File: config.mk
export PLATFORM = sky130hd
export DESIGN_NAME = can_field_parser
export DESIGN_NICKNAME = d
export VERILOG_FILES = /design/src/rtl/can_parse_pkg.sv /design/src/rtl/can_bit_role.sv /design/src/rtl/can_crc_unit.sv /design/src/rtl/can_field_shift.sv /design/src/rtl/can_field_parser.sv
export SDC_FILE = /design/constraint.sdc
export NUM_CORES = 1
export LEC_CHECK = 0
export BUFFER_PORTS_ARGS = -buffer_cell sky130_fd_sc_hd__buf_2
export CORE_MARGIN = 2
export CORE_UTILIZATION = 25
export CTS_BUF_LIST = sky130_fd_sc_hd__clkbuf_8
export DETAILED_ROUTE_END_ITERATION = 8
export GPL_ROUTABILITY_DRIVEN = 0
export GPL_TIMING_DRIVEN = 0
export PLACE_DENSITY = 0.39
export SYNTH_ARGS = -nofsm -noshare
export SYNTH_HDL_FRONTEND = slang
export SYNTH_SLANG_ARGS = --single-unit
File: constraint.sdc
create_clock -name clk -period 5.4 [get_ports clk]
set_input_delay 1.08 -clock clk [delete_from_list [all_inputs] [get_ports clk]]
set_output_delay 1.08 -clock clk [all_outputs]
set_load 0.005 [all_outputs]
File: src/rtl/can_parse_pkg.sv
package can_parse_pkg;

  // Fixed frame positions (destuffed bit numbers)
  localparam int POS_SOF      = 0;
  localparam int POS_ID_LAST  = 11;
  localparam int POS_B12      = 12;
  localparam int POS_IDE      = 13;
  localparam int POS_STD_RB0  = 14;
  localparam int POS_STD_DLC  = 18;
  localparam int POS_EXT_LAST = 31;
  localparam int POS_EXT_RTR  = 32;
  localparam int POS_EXT_RB1  = 33;
  localparam int POS_EXT_RB0  = 34;
  localparam int POS_EXT_DLC  = 38;

  // Offsets from the last data bit
  localparam int OFS_CRC_LAST = 15;
  localparam int OFS_CRC_DEL  = 16;
  localparam int OFS_ACK      = 17;
  localparam int OFS_ACK_DEL  = 18;
  localparam int OFS_EOF_FST  = 19;
  localparam int OFS_EOF_LST  = 25;

  typedef enum logic [3:0] {
    ROLE_NONE,
    ROLE_SOF,
    ROLE_ID_LAST,
    ROLE_B12,
    ROLE_IDE,
    ROLE_EXT_LAST,
    ROLE_RTRX,
    ROLE_RB1,
    ROLE_RB0,
    ROLE_DLC_LAST,
    ROLE_DATA,
    ROLE_CRC_LAST,
    ROLE_RECESSIVE,
    ROLE_ACK,
    ROLE_EOF_LAST
  } role_e;

endpackage

File: src/rtl/can_bit_role.sv
module can_bit_role
  import can_parse_pkg::*;
#(
  parameter int IDX_W     = 7,
  parameter int BYTE_IX_W = 3
) (
  input  logic [IDX_W-1:0]     idx,
  input  logic                 ide_q,
  input  logic [IDX_W-1:0]     last_q,
  output role_e                role,
  output logic                 in_cov,
  output logic                 byte_end,
  output logic [BYTE_IX_W-1:0] byte_ix,
  output logic [IDX_W-1:0]     dlc_end
);

  logic [IDX_W-1:0] off;
  logic [IDX_W-1:0] tail;

  always_comb begin
    dlc_end  = ide_q ? IDX_W'(POS_EXT_DLC) : IDX_W'(POS_STD_DLC);
    off      = idx - dlc_end - 1'b1;
    tail     = idx - last_q;
    role     = ROLE_NONE;
    in_cov   = 1'b0;
    byte_end = 1'b0;
    byte_ix  = BYTE_IX_W'(off >> 3);

    if (idx <= IDX_W'(POS_IDE)) begin
      in_cov = 1'b1;
      if (idx == IDX_W'(POS_SOF))          role = ROLE_SOF;
      else if (idx == IDX_W'(POS_ID_LAST)) role = ROLE_ID_LAST;
      else if (idx == IDX_W'(POS_B12))     role = ROLE_B12;
      else if (idx == IDX_W'(POS_IDE))     role = ROLE_IDE;
    end else if (idx <= dlc_end) begin
      in_cov = 1'b1;
      if (idx == dlc_end)                                 role = ROLE_DLC_LAST;
      else if (ide_q && idx == IDX_W'(POS_EXT_LAST))      role = ROLE_EXT_LAST;
      else if (ide_q && idx == IDX_W'(POS_EXT_RTR))       role = ROLE_RTRX;
      else if (ide_q && idx == IDX_W'(POS_EXT_RB1))       role = ROLE_RB1;
      else if (ide_q && idx == IDX_W'(POS_EXT_RB0))       role = ROLE_RB0;
      else if (!ide_q && idx == IDX_W'(POS_STD_RB0))      role = ROLE_RB0;
    end else if (idx <= last_q) begin
      in_cov   = 1'b1;
      role     = ROLE_DATA;
      byte_end = (off[2:0] == 3'b111);
    end else begin
      if (tail == IDX_W'(OFS_CRC_LAST))       role = ROLE_CRC_LAST;
      else if (tail == IDX_W'(OFS_ACK))       role = ROLE_ACK;
      else if (tail == IDX_W'(OFS_EOF_LST))   role = ROLE_EOF_LAST;
      else if (tail == IDX_W'(OFS_CRC_DEL) || tail == IDX_W'(OFS_ACK_DEL) ||
               (tail >= IDX_W'(OFS_EOF_FST) && tail < IDX_W'(OFS_EOF_LST)))
        role = ROLE_RECESSIVE;
    end
  end

endmodule

File: src/rtl/can_crc_unit.sv
module can_crc_unit #(
  parameter int               CRC_W = 15,
  parameter logic [CRC_W-1:0] POLY  = 15'h4599
) (
  input  logic             clk,
  input  logic             rst,
  input  logic             en,
  input  logic             restart,
  input  logic             din,
  output logic [CRC_W-1:0] crc
);

  logic [CRC_W-1:0] base;
  logic [CRC_W-1:0] nxt;

  always_comb begin
    base = restart ? '0 : crc;
    nxt  = {base[CRC_W-2:0], 1'b0};
    if (din ^ base[CRC_W-1]) nxt = nxt ^ POLY;
  end

  always_ff @(posedge clk) begin
    if (rst)     crc <= '0;
    else if (en) crc <= nxt;
  end

  // the register restarts from zero at the start bit
  p_crc_seed_r8: assert property (@(posedge clk) disable iff (rst)
    (en && restart) |=> (crc == ($past(din) ? POLY : '0)));

endmodule

File: src/rtl/can_field_shift.sv
module can_field_shift #(
  parameter int W = 17
) (
  input  logic         clk,
  input  logic         rst,
  input  logic         en,
  input  logic         din,
  output logic [W-1:0] sh
);

  always_ff @(posedge clk) begin
    if (rst)     sh <= '0;
    else if (en) sh <= {sh[W-2:0], din};
  end

endmodule

File: src/rtl/can_field_parser.sv
module can_field_parser
  import can_parse_pkg::*;
#(
  parameter int               IDX_W     = 7,
  parameter int               BASE_W    = 11,
  parameter int               EXT_W     = 18,
  parameter int               DLC_W     = 4,
  parameter int               MAX_BYTES = 8,
  parameter int               CRC_W     = 15,
  parameter logic [CRC_W-1:0] CRC_POLY  = 15'h4599
) (
  input  logic                    clk,
  input  logic                    rst,
  input  logic                    bit_vld,
  input  logic                    bit_val,
  input  logic [IDX_W-1:0]        bit_idx,
  output logic                    id_vld,
  output logic [BASE_W-1:0]       base_id,
  output logic                    ext_vld,
  output logic [EXT_W-1:0]        ext_id,
  output logic [BASE_W+EXT_W-1:0] full_id,
  output logic                    ctl_vld,
  output logic                    ide,
  output logic                    remote,
  output logic                    srr,
  output logic                    rb0,
  output logic                    rb1,
  output logic [DLC_W-1:0]        dlc,
  output logic                    byte_vld,
  output logic [$clog2(MAX_BYTES)-1:0] byte_idx,
  output logic [7:0]              byte_val,
  output logic                    crc_vld,
  output logic [CRC_W-1:0]        crc_rx,
  output logic                    ack_vld,
  output logic                    ack,
  output logic                    frame_end,
  output logic                    warn_sof,
  output logic                    warn_crc,
  output logic                    warn_form
);

  localparam int BYTE_IX_W = $clog2(MAX_BYTES);
  localparam int SH_W      = EXT_W - 1;

  role_e                role;
  logic                 in_cov;
  logic                 byte_end;
  logic [BYTE_IX_W-1:0] byte_ix;
  logic [IDX_W-1:0]     dlc_end;
  logic [SH_W-1:0]      sh;
  logic [CRC_W-1:0]     crc_calc;

  logic             ide_q, b12_q, rtrx_q, rb0_q, rb1_q;
  logic [IDX_W-1:0] last_q;

  logic [DLC_W-1:0] dlc_n;
  logic             rem_n;
  logic [DLC_W-1:0] nb_n;
  logic [CRC_W-1:0] crc_n;

  can_bit_role #(.IDX_W(IDX_W), .BYTE_IX_W(BYTE_IX_W)) u_role (
    .idx(bit_idx), .ide_q(ide_q), .last_q(last_q), .role(role),
    .in_cov(in_cov), .byte_end(byte_end), .byte_ix(byte_ix), .dlc_end(dlc_end)
  );

  can_field_shift #(.W(SH_W)) u_shift (
    .clk(clk), .rst(rst), .en(bit_vld), .din(bit_val), .sh(sh)
  );

  can_crc_unit #(.CRC_W(CRC_W), .POLY(CRC_POLY)) u_crc (
    .clk(clk), .rst(rst), .en(bit_vld && in_cov),
    .restart(role == ROLE_SOF), .din(bit_val), .crc(crc_calc)
  );

  always_comb begin
    dlc_n = {sh[DLC_W-2:0], bit_val};
    rem_n = ide_q ? rtrx_q : b12_q;
    if (rem_n)                              nb_n = '0;
    else if (dlc_n > DLC_W'(MAX_BYTES))     nb_n = DLC_W'(MAX_BYTES);
    else                                    nb_n = dlc_n;
    crc_n = {sh[CRC_W-2:0], bit_val};
  end

  always_ff @(posedge clk) begin
    if (rst) begin
      id_vld <= 1'b0; ext_vld <= 1'b0; ctl_vld <= 1'b0; byte_vld <= 1'b0;
      crc_vld <= 1'b0; ack_vld <= 1'b0; frame_end <= 1'b0;
      warn_sof <= 1'b0; warn_crc <= 1'b0; warn_form <= 1'b0;
      base_id <= '0; ext_id <= '0; full_id <= '0;
      ide <= 1'b0; remote <= 1'b0; srr <= 1'b0; rb0 <= 1'b0; rb1 <= 1'b0;
      dlc <= '0; byte_idx <= '0; byte_val <= '0; crc_rx <= '0; ack <= 1'b0;
      ide_q <= 1'b0; b12_q <= 1'b0; rtrx_q <= 1'b0; rb0_q <= 1'b0; rb1_q <= 1'b0;
      last_q <= '0;
    end else begin
      id_vld <= 1'b0; ext_vld <= 1'b0; ctl_vld <= 1'b0; byte_vld <= 1'b0;
      crc_vld <= 1'b0; ack_vld <= 1'b0; frame_end <= 1'b0;
      warn_sof <= 1'b0; warn_crc <= 1'b0; warn_form <= 1'b0;
      if (bit_vld) begin
        case (role)
          ROLE_SOF:      warn_sof <= bit_val;
          ROLE_ID_LAST: begin
            base_id <= {sh[BASE_W-2:0], bit_val};
            id_vld  <= 1'b1;
          end
          ROLE_B12:      b12_q <= bit_val;
          ROLE_IDE:      ide_q <= bit_val;
          ROLE_EXT_LAST: begin
            ext_id  <= {sh[EXT_W-2:0], bit_val};
            full_id <= {base_id, sh[EXT_W-2:0], bit_val};
            ext_vld <= 1'b1;
          end
          ROLE_RTRX:     rtrx_q <= bit_val;
          ROLE_RB1:      rb1_q  <= bit_val;
          ROLE_RB0:      rb0_q  <= bit_val;
          ROLE_DLC_LAST: begin
            ctl_vld <= 1'b1;
            ide     <= ide_q;
            remote  <= rem_n;
            srr     <= ide_q & b12_q;
            rb0     <= rb0_q;
            rb1     <= ide_q & rb1_q;
            dlc     <= dlc_n;
            last_q  <= dlc_end + (IDX_W'(nb_n) << 3);
          end
          ROLE_DATA: begin
            if (byte_end) begin
              byte_vld <= 1'b1;
              byte_idx <= byte_ix;
              byte_val <= {sh[6:0], bit_val};
            end
          end
          ROLE_CRC_LAST: begin
            crc_vld  <= 1'b1;
            crc_rx   <= crc_n;
            warn_crc <= (crc_n != crc_calc);
          end
          ROLE_RECESSIVE: warn_form <= ~bit_val;
          ROLE_ACK: begin
            ack_vld <= 1'b1;
            ack     <= ~bit_val;
          end
          ROLE_EOF_LAST: begin
            warn_form <= ~bit_val;
            frame_end <= 1'b1;
          end
          default: ;
        endcase
      end
    end
  end

  // no strobe without an accepted bit one cycle earlier
  p_strobe_cause_r12: assert property (@(posedge clk) disable iff (rst)
    (id_vld || ext_vld || ctl_vld || byte_vld || crc_vld || ack_vld ||
     frame_end || warn_sof || warn_crc || warn_form) |-> $past(bit_vld));

  // at most one field strobe per cycle
  p_single_field_r12: assert property (@(posedge clk) disable iff (rst)
    $onehot0({id_vld, ext_vld, ctl_vld, byte_vld, crc_vld, ack_vld, frame_end}));

  // a remote frame is followed directly by the checksum, never a byte
  p_remote_nodata_r7: assert property (@(posedge clk) disable iff (rst)
    (ctl_vld && remote) |=> !byte_vld);

  // checksum warning only together with the checksum field
  p_crc_warn_field_r8: assert property (@(posedge clk) disable iff (rst)
    warn_crc |-> crc_vld);

  // upper part of the combined identifier matches the held base identifier
  p_full_id_r5: assert property (@(posedge clk) disable iff (rst)
    ext_vld |-> (full_id[BASE_W+EXT_W-1:EXT_W] == base_id));

endmodule

Yosys cells after proc, flatten, opt, wreduce, memory -nomap -nowiden

Index checks and enable logic that the tools add are counted.

Bits in registers: 148
Input port bits: 11
Output and inout port bits: 104
Logic and storage cells: 145

Add/sub/neg operators: 4
Order comparisons: 6
Eq/ne operators: 30
Muxes and demuxes: 36
Bitwise operators: 10
Reduce and logical (&&, ||, !) cells: 28

Operator list:

| operator           | number |
|---|---|
| $mux 4             | 18 |
| $eq 7x4->1 const B | 5 |
| $eq 7x5->1 const B | 5 |
| $mux 15            | 2 |
| $eq 4x4->1 const B | 7 |
| $eq 7x6->1 const B | 3 |
| $reduce_and 2->1   | 10 |
| $eq 4x3->1 const B | 4 |
| $ne 15x15->1       | 1 |
| $mux 1             | 14 |
| $reduce_or 3->1    | 4 |
| $eq 4x2->1 const B | 2 |
| $add 7x7->7        | 1 |
| $eq 7x6->1         | 1 |
| $ge 7x5->1 const B | 1 |
| $le 7x4->1 const B | 1 |
| $le 7x6->1         | 1 |
| $le 7x7->1         | 1 |
| $logic_and 1x1->1  | 7 |
| $logic_not 7->1    | 1 |
| $lt 7x5->1 const B | 1 |
| $not 7->7          | 1 |
| $sub 7x7->7        | 1 |
| $mux 6             | 1 |
| 13 further kinds   | 21 |

Longest topological paths before layout

Word-level depth: 15
Mapped depth: 15
Depth with buffers taken out: 11

Cells and area by module

Synthesis repeated with hierarchy kept, for this count alone.

Cells, all modules: 697
Area, all modules: 6,057.1 um^2

By module, submodules not included:

| module           | instances | cells an instance | area each (um^2) | seq. area each (um^2) |
|---|---|---|---|---|
| can_field_parser | 1         | 434               | 3,862.5          | 1,961.9 |
| can_bit_role     | 1         | 122               | 823.3            | 0.0 |
| can_crc_unit     | 1         | 86                | 757.0            | 300.3 |
| can_field_shift  | 1         | 55                | 614.3            | 340.3 |

Worst setup path after synthesis

No wires, ideal clock.

Path type: input-to-reg
Start: input bit_idx[1]
End: register last_q[6]
Library setup time: 0.087 ns
Arrival time: 3.964 ns
Data required time: 5.313 ns
Slack: 1.349 ns
Stages on the path: 14
Buffers on the path: 3
Cells stage by stage: buf_4 -> inv_1 -> ha_1 -> fa_1 -> nand2b_1 -> a21oi_1 -> o31ai_1 -> or2_1 -> buf_2 -> o41ai_4 -> nand4_1 -> buf_2 -> or4_1 -> o31ai_1

Cells in the longest elaborated chain, start to end: 13
Elaborated cells on any way between the ends: 48
Those cells by class: add/sub: 1; order compare: 5; eq/ne: 15; mux: 17; reduce/logical: 10

RTL lines:

| element                                               | line                                   | text |
|---|---|---|
| start: declaration                                    | can_field_parser.sv:16                 | `input logic [IDX_W-1:0] bit_idx,` |
| $sub 7x7->7                                           | can_bit_role.sv:23                     | `tail = idx - last_q;` |
| $ge 7x5->1 (tied with other cells)                    | can_bit_role.sv:52                     | `(tail >= IDX_W'(OFS_EOF_FST) && tail < IDX_W'(OFS_EOF_LST)))` |
| $logic_and 1x1->1 or $logic_or 1x1->1 (tied branches) | can_bit_role.sv:52, can_bit_role.sv:51 |  |
| $logic_or 1x1->1                                      | can_bit_role.sv:51                     | `else if (tail == IDX_W'(OFS_CRC_DEL) \|\| tail == IDX_W'(OFS_ACK_DEL) \|\|` |
| $mux 4                                                | can_bit_role.sv:51                     |  |
| $mux 4                                                | can_bit_role.sv:50                     | `else if (tail == IDX_W'(OFS_EOF_LST)) role = ROLE_EOF_LAST;` |
| $mux 4                                                | can_bit_role.sv:49                     | `else if (tail == IDX_W'(OFS_ACK)) role = ROLE_ACK;` |
| $mux 4                                                | can_bit_role.sv:48                     | `if (tail == IDX_W'(OFS_CRC_LAST)) role = ROLE_CRC_LAST;` |
| $mux 4                                                | can_bit_role.sv:43                     | `end else if (idx <= last_q) begin` |
| $mux 4                                                | can_bit_role.sv:35                     | `end else if (idx <= dlc_end) begin` |
| $mux 4 *                                              | can_bit_role.sv:29                     | `if (idx <= IDX_W'(POS_IDE)) begin` |
| $eq 4x4->1 *                                          | can_field_parser.sv:99                 | `case (role)` |
| $reduce_and 2->1 (no line) *                          | n/a                                    |  |
| end signal: assignment                                | can_field_parser.sv:123                | `last_q <= dlc_end + (IDX_W'(nb_n) << 3);` |
| end: declaration                                      | can_field_parser.sv:54                 | `logic [IDX_W-1:0] last_q;` |

Every way passes the cells marked *; elsewhere a longest branch is shown, timed or not.
A chain may end at the register's enable or synchronous reset.

Worst setup path in the final report

Start: input bit_idx[2]
End: register ext_id[12]

Cells in the longest elaborated chain, start to end: 13
Elaborated cells on any way between the ends: 48
Those cells by class: add/sub: 1; order compare: 5; eq/ne: 15; mux: 17; reduce/logical: 10

RTL lines:

| element                                               | line                                   | text |
|---|---|---|
| $sub 7x7->7                                           | can_bit_role.sv:23                     |  |
| $ge 7x5->1 (tied with other cells)                    | can_bit_role.sv:52                     |  |
| $logic_and 1x1->1 or $logic_or 1x1->1 (tied branches) | can_bit_role.sv:52, can_bit_role.sv:51 |  |
| $logic_or 1x1->1                                      | can_bit_role.sv:51                     |  |
| $mux 4                                                | can_bit_role.sv:51                     |  |
| $mux 4                                                | can_bit_role.sv:50                     |  |
| $mux 4                                                | can_bit_role.sv:49                     |  |
| $mux 4                                                | can_bit_role.sv:48                     |  |
| $mux 4                                                | can_bit_role.sv:43                     |  |
| $mux 4                                                | can_bit_role.sv:35                     |  |
| $mux 4 *                                              | can_bit_role.sv:29                     |  |
| $eq 4x3->1 *                                          | can_field_parser.sv:99                 |  |
| $reduce_and 2->1 (no line) *                          | n/a                                    |  |
| end signal: assignment                                | can_field_parser.sv:108                | `ext_id <= {sh[EXT_W-2:0], bit_val};` |
| end: declaration                                      | can_field_parser.sv:20                 | `output logic [EXT_W-1:0] ext_id,` |

Marks and branches as above.

==> run metrics <==
status=completed; CTS clk-pin slew, worst paths=80 ps; Tmin final=4230 ps; post-place setup slack=693 ps; hold buffers post-CTS=0; post-DP HPWL=13900 um; Leakage=3.18 nW; xor/xnor share of the synthesized area=3.87%; max-slew violation count=0; cell taking the most area after synthesis=dfxtp_1; max-slew headroom at the worst pin=31.5%; Syn Nets=695; io pins=115; largest net degree at the start of global routing=17; Fin. Hold Viols=0; Synth Area in Simple Gates=18.8%; Die X=157 um; number of iterations in the first detailed-routing pass=4; Avg Cell Area, Syn=8.76 um^2; CP Class=input pin to flip-flop; most common library cell in the layout ignoring fill and taps=dfxtp_1; clock sinks=128; Iter 0 DRT Violations=206; Synth Flop Type=dfxtp_1; initial antenna violation count=0; vias=5108; clock root buffer=clkbuf_8; Setup Fix Bufs, Post-CTS=0; Slew @ Worst Pin=1020 ps; Post-synth EDFFs=0; Final setup violation count=0; Max Fclk=236 MHz; CTS Buf Count=17; clk_lat worst skew=430 ps; fillers=2595; final worst slack=1170 ps; sequential-to-total area share from yosys stat=43.5%; Setup Skew=11.4 ps; crit path capture type=flip-flop; fraction of the mapped netlist area in adder cells=2.81%; largest family of logic cells by synthesized area=simple AND/OR/NAND/NOR gates; DR vias/cell=4.50; global route overflow=0; area of the mapped netlist=5890 um^2; maximum vdd drop=0.147 mV; vias in the first global route=4980; WP data required=5700 ps; Power Density=277 nW/um^2; area taken by multi-input logic gates=2940 um^2; most frequent cells in the layout=dfxtp_1 (128), buf_2 (120), nor2_1 (99), mux2i_1 (73), a21oi_1 (56); Std-Cell Rows=56; H-tree depth=4; mux cell area share after synthesis=12.4%; HP Class=flip-flop to flip-flop; remaining antenna violation count=0; ratio of cells with drive above 1 in the final layout=21.4%; diodes inserted=0; Tcrit/Tclk final=78.4%; main area contributors after synthesis=dfxtp_1 (44%), mux2i_1 (12%), nor2_1 (6.3%); Synth async-reset ratio=0%; TNS Setup=0 ps; max cap viols=0; WP data arrival=4530 ps; post-synth top area share=43.5%; P&R area growth vs syn=23.1%; Seq. cell area=2560 um^2; clock buffer depth=2; Die ar.=24800 um^2; Residual DRC=0; Detailed Route WL=19000 um; Final #Nets=826; Max FO, Critical Path=10; CTS resizes=0; Seq cells post-synth=128; GRT Resource Usage Total=15.7%; Total Power=2.01 mW; Port Buf Inserts=112; WL per Instance=16.8 um; Yosys cell types=51; Worst Setup Start Kind=input pin; Cells after Synth=672; core box area=23300 um^2; Synth Area in Compound Gates=12.1%; global-route wire length before repair=29400 um; CTS tree=yes; starting density of the core=25.3%; Die H=157 um; unrepaired setup endpoints after global routing=no; Synth Warn #=0
## cells by family after synthesis
| logic type | after synthesis |
|---|---|
| buf+inv | 79 |
| simple gates | 235 |
| fa+ha+maj | 12 |
| mux | 73 |
| flops | 128 |
| xor+xnor | 26 |
| compound gates | 119 |
## report_power, final
part / internal (mW) / switching (mW)
sequential: 0.953 / 0.00844
clock: 0.436 / 0.407
combinational: 0.0664 / 0.135
total: 1.45 / 0.551
## per-layer routing
layer / vias to the layer above / part of all wire, % / GRT usage (%)
met5: - / 0 / 0
met4: 0 / 0.91 / 4.59
met3: 12 / 3.8 / 3.17
met2: 104 / 47 / 25.8
met1: 2412 / 48 / 20.9
li1: 2580 / - / -
## per-stage QoR
stage | cell area (um^2) | util, % | hold slack, ps | std cells
floorplan | 5890 | - | 429 | 672
global placement | 6850 | 29.4 | 466 | 1103
detailed placement | 6850 | 29.4 | 467 | 1103
CTS | 7240 | 31.1 | 477 | 1135
global route | 7240 | 31.1 | 500 | 1135
finish | 7240 | 31.1 | 474 | 1135
## Yosys cell counts, types with 3 or more instances
cell type  count
o21a_1         3
nand4_1        8
inv_1         12
nand3_1       31
buf_2          8
nor2_1        99
a211oi_1       5
mux2i_1       73
or3_1          5
nand2_1       36
nand2b_1       4
o21ai_0       30
nor3_1        10
nor2b_1        6
dfxtp_1      128
ha_1          10
and3_1         9
nor3b_1        3
buf_1          4
buf_4         20
xnor2_1       25
a21oi_1       56
o31ai_1        7
nor4_1         8
or4_1          3
nand3b_1       4
clkbuf_1      35
## worst paths after layout
kind / start / to / slack [ps] / cells past startpoint
max reg2reg: ide_q / ext_id[12] / 1200 / 13
min: dlc[2] / dlc[2] / 470 / 2
min reg2reg: dlc[2] / dlc[2] / 470 / 2
max: bit_idx[2] / ext_id[12] / 1170 / 14
## final cells by class
type	instances	share of cell area, %
well taps	319	5.51
flip-flops and latches	128	35.4
plain buffers	67	4.65
multi-input cells	465	40.6
inverters	12	0.622
repair buffers	112	7.74
clock inverters	13	1.88
clock buffers	19	3.61
## worst max-delay path, stage by stage
cell and delay, ps:
buf_2 110, clkbuf_1 270, inv_1 110, fa_1 470, nand2b_1 190, a21oi_1 140
o31ai_1 130, or2_1 230, buf_2 160, o41ai_4 580, nand4_1 350, buf_1 420
mux2i_1 250, nor2_1 50
## state kept, by name, indices dropped and copies added, names as in the netlist, 3 cells and up
register    cells
base_id        11
ext_id         17
byte_val        8
full_id        12
crc_rx         15
u_crc.crc      15
byte_idx        3
u_shift.sh     17
last_q          6
dlc             4
(Power assumes the default switching activity.)
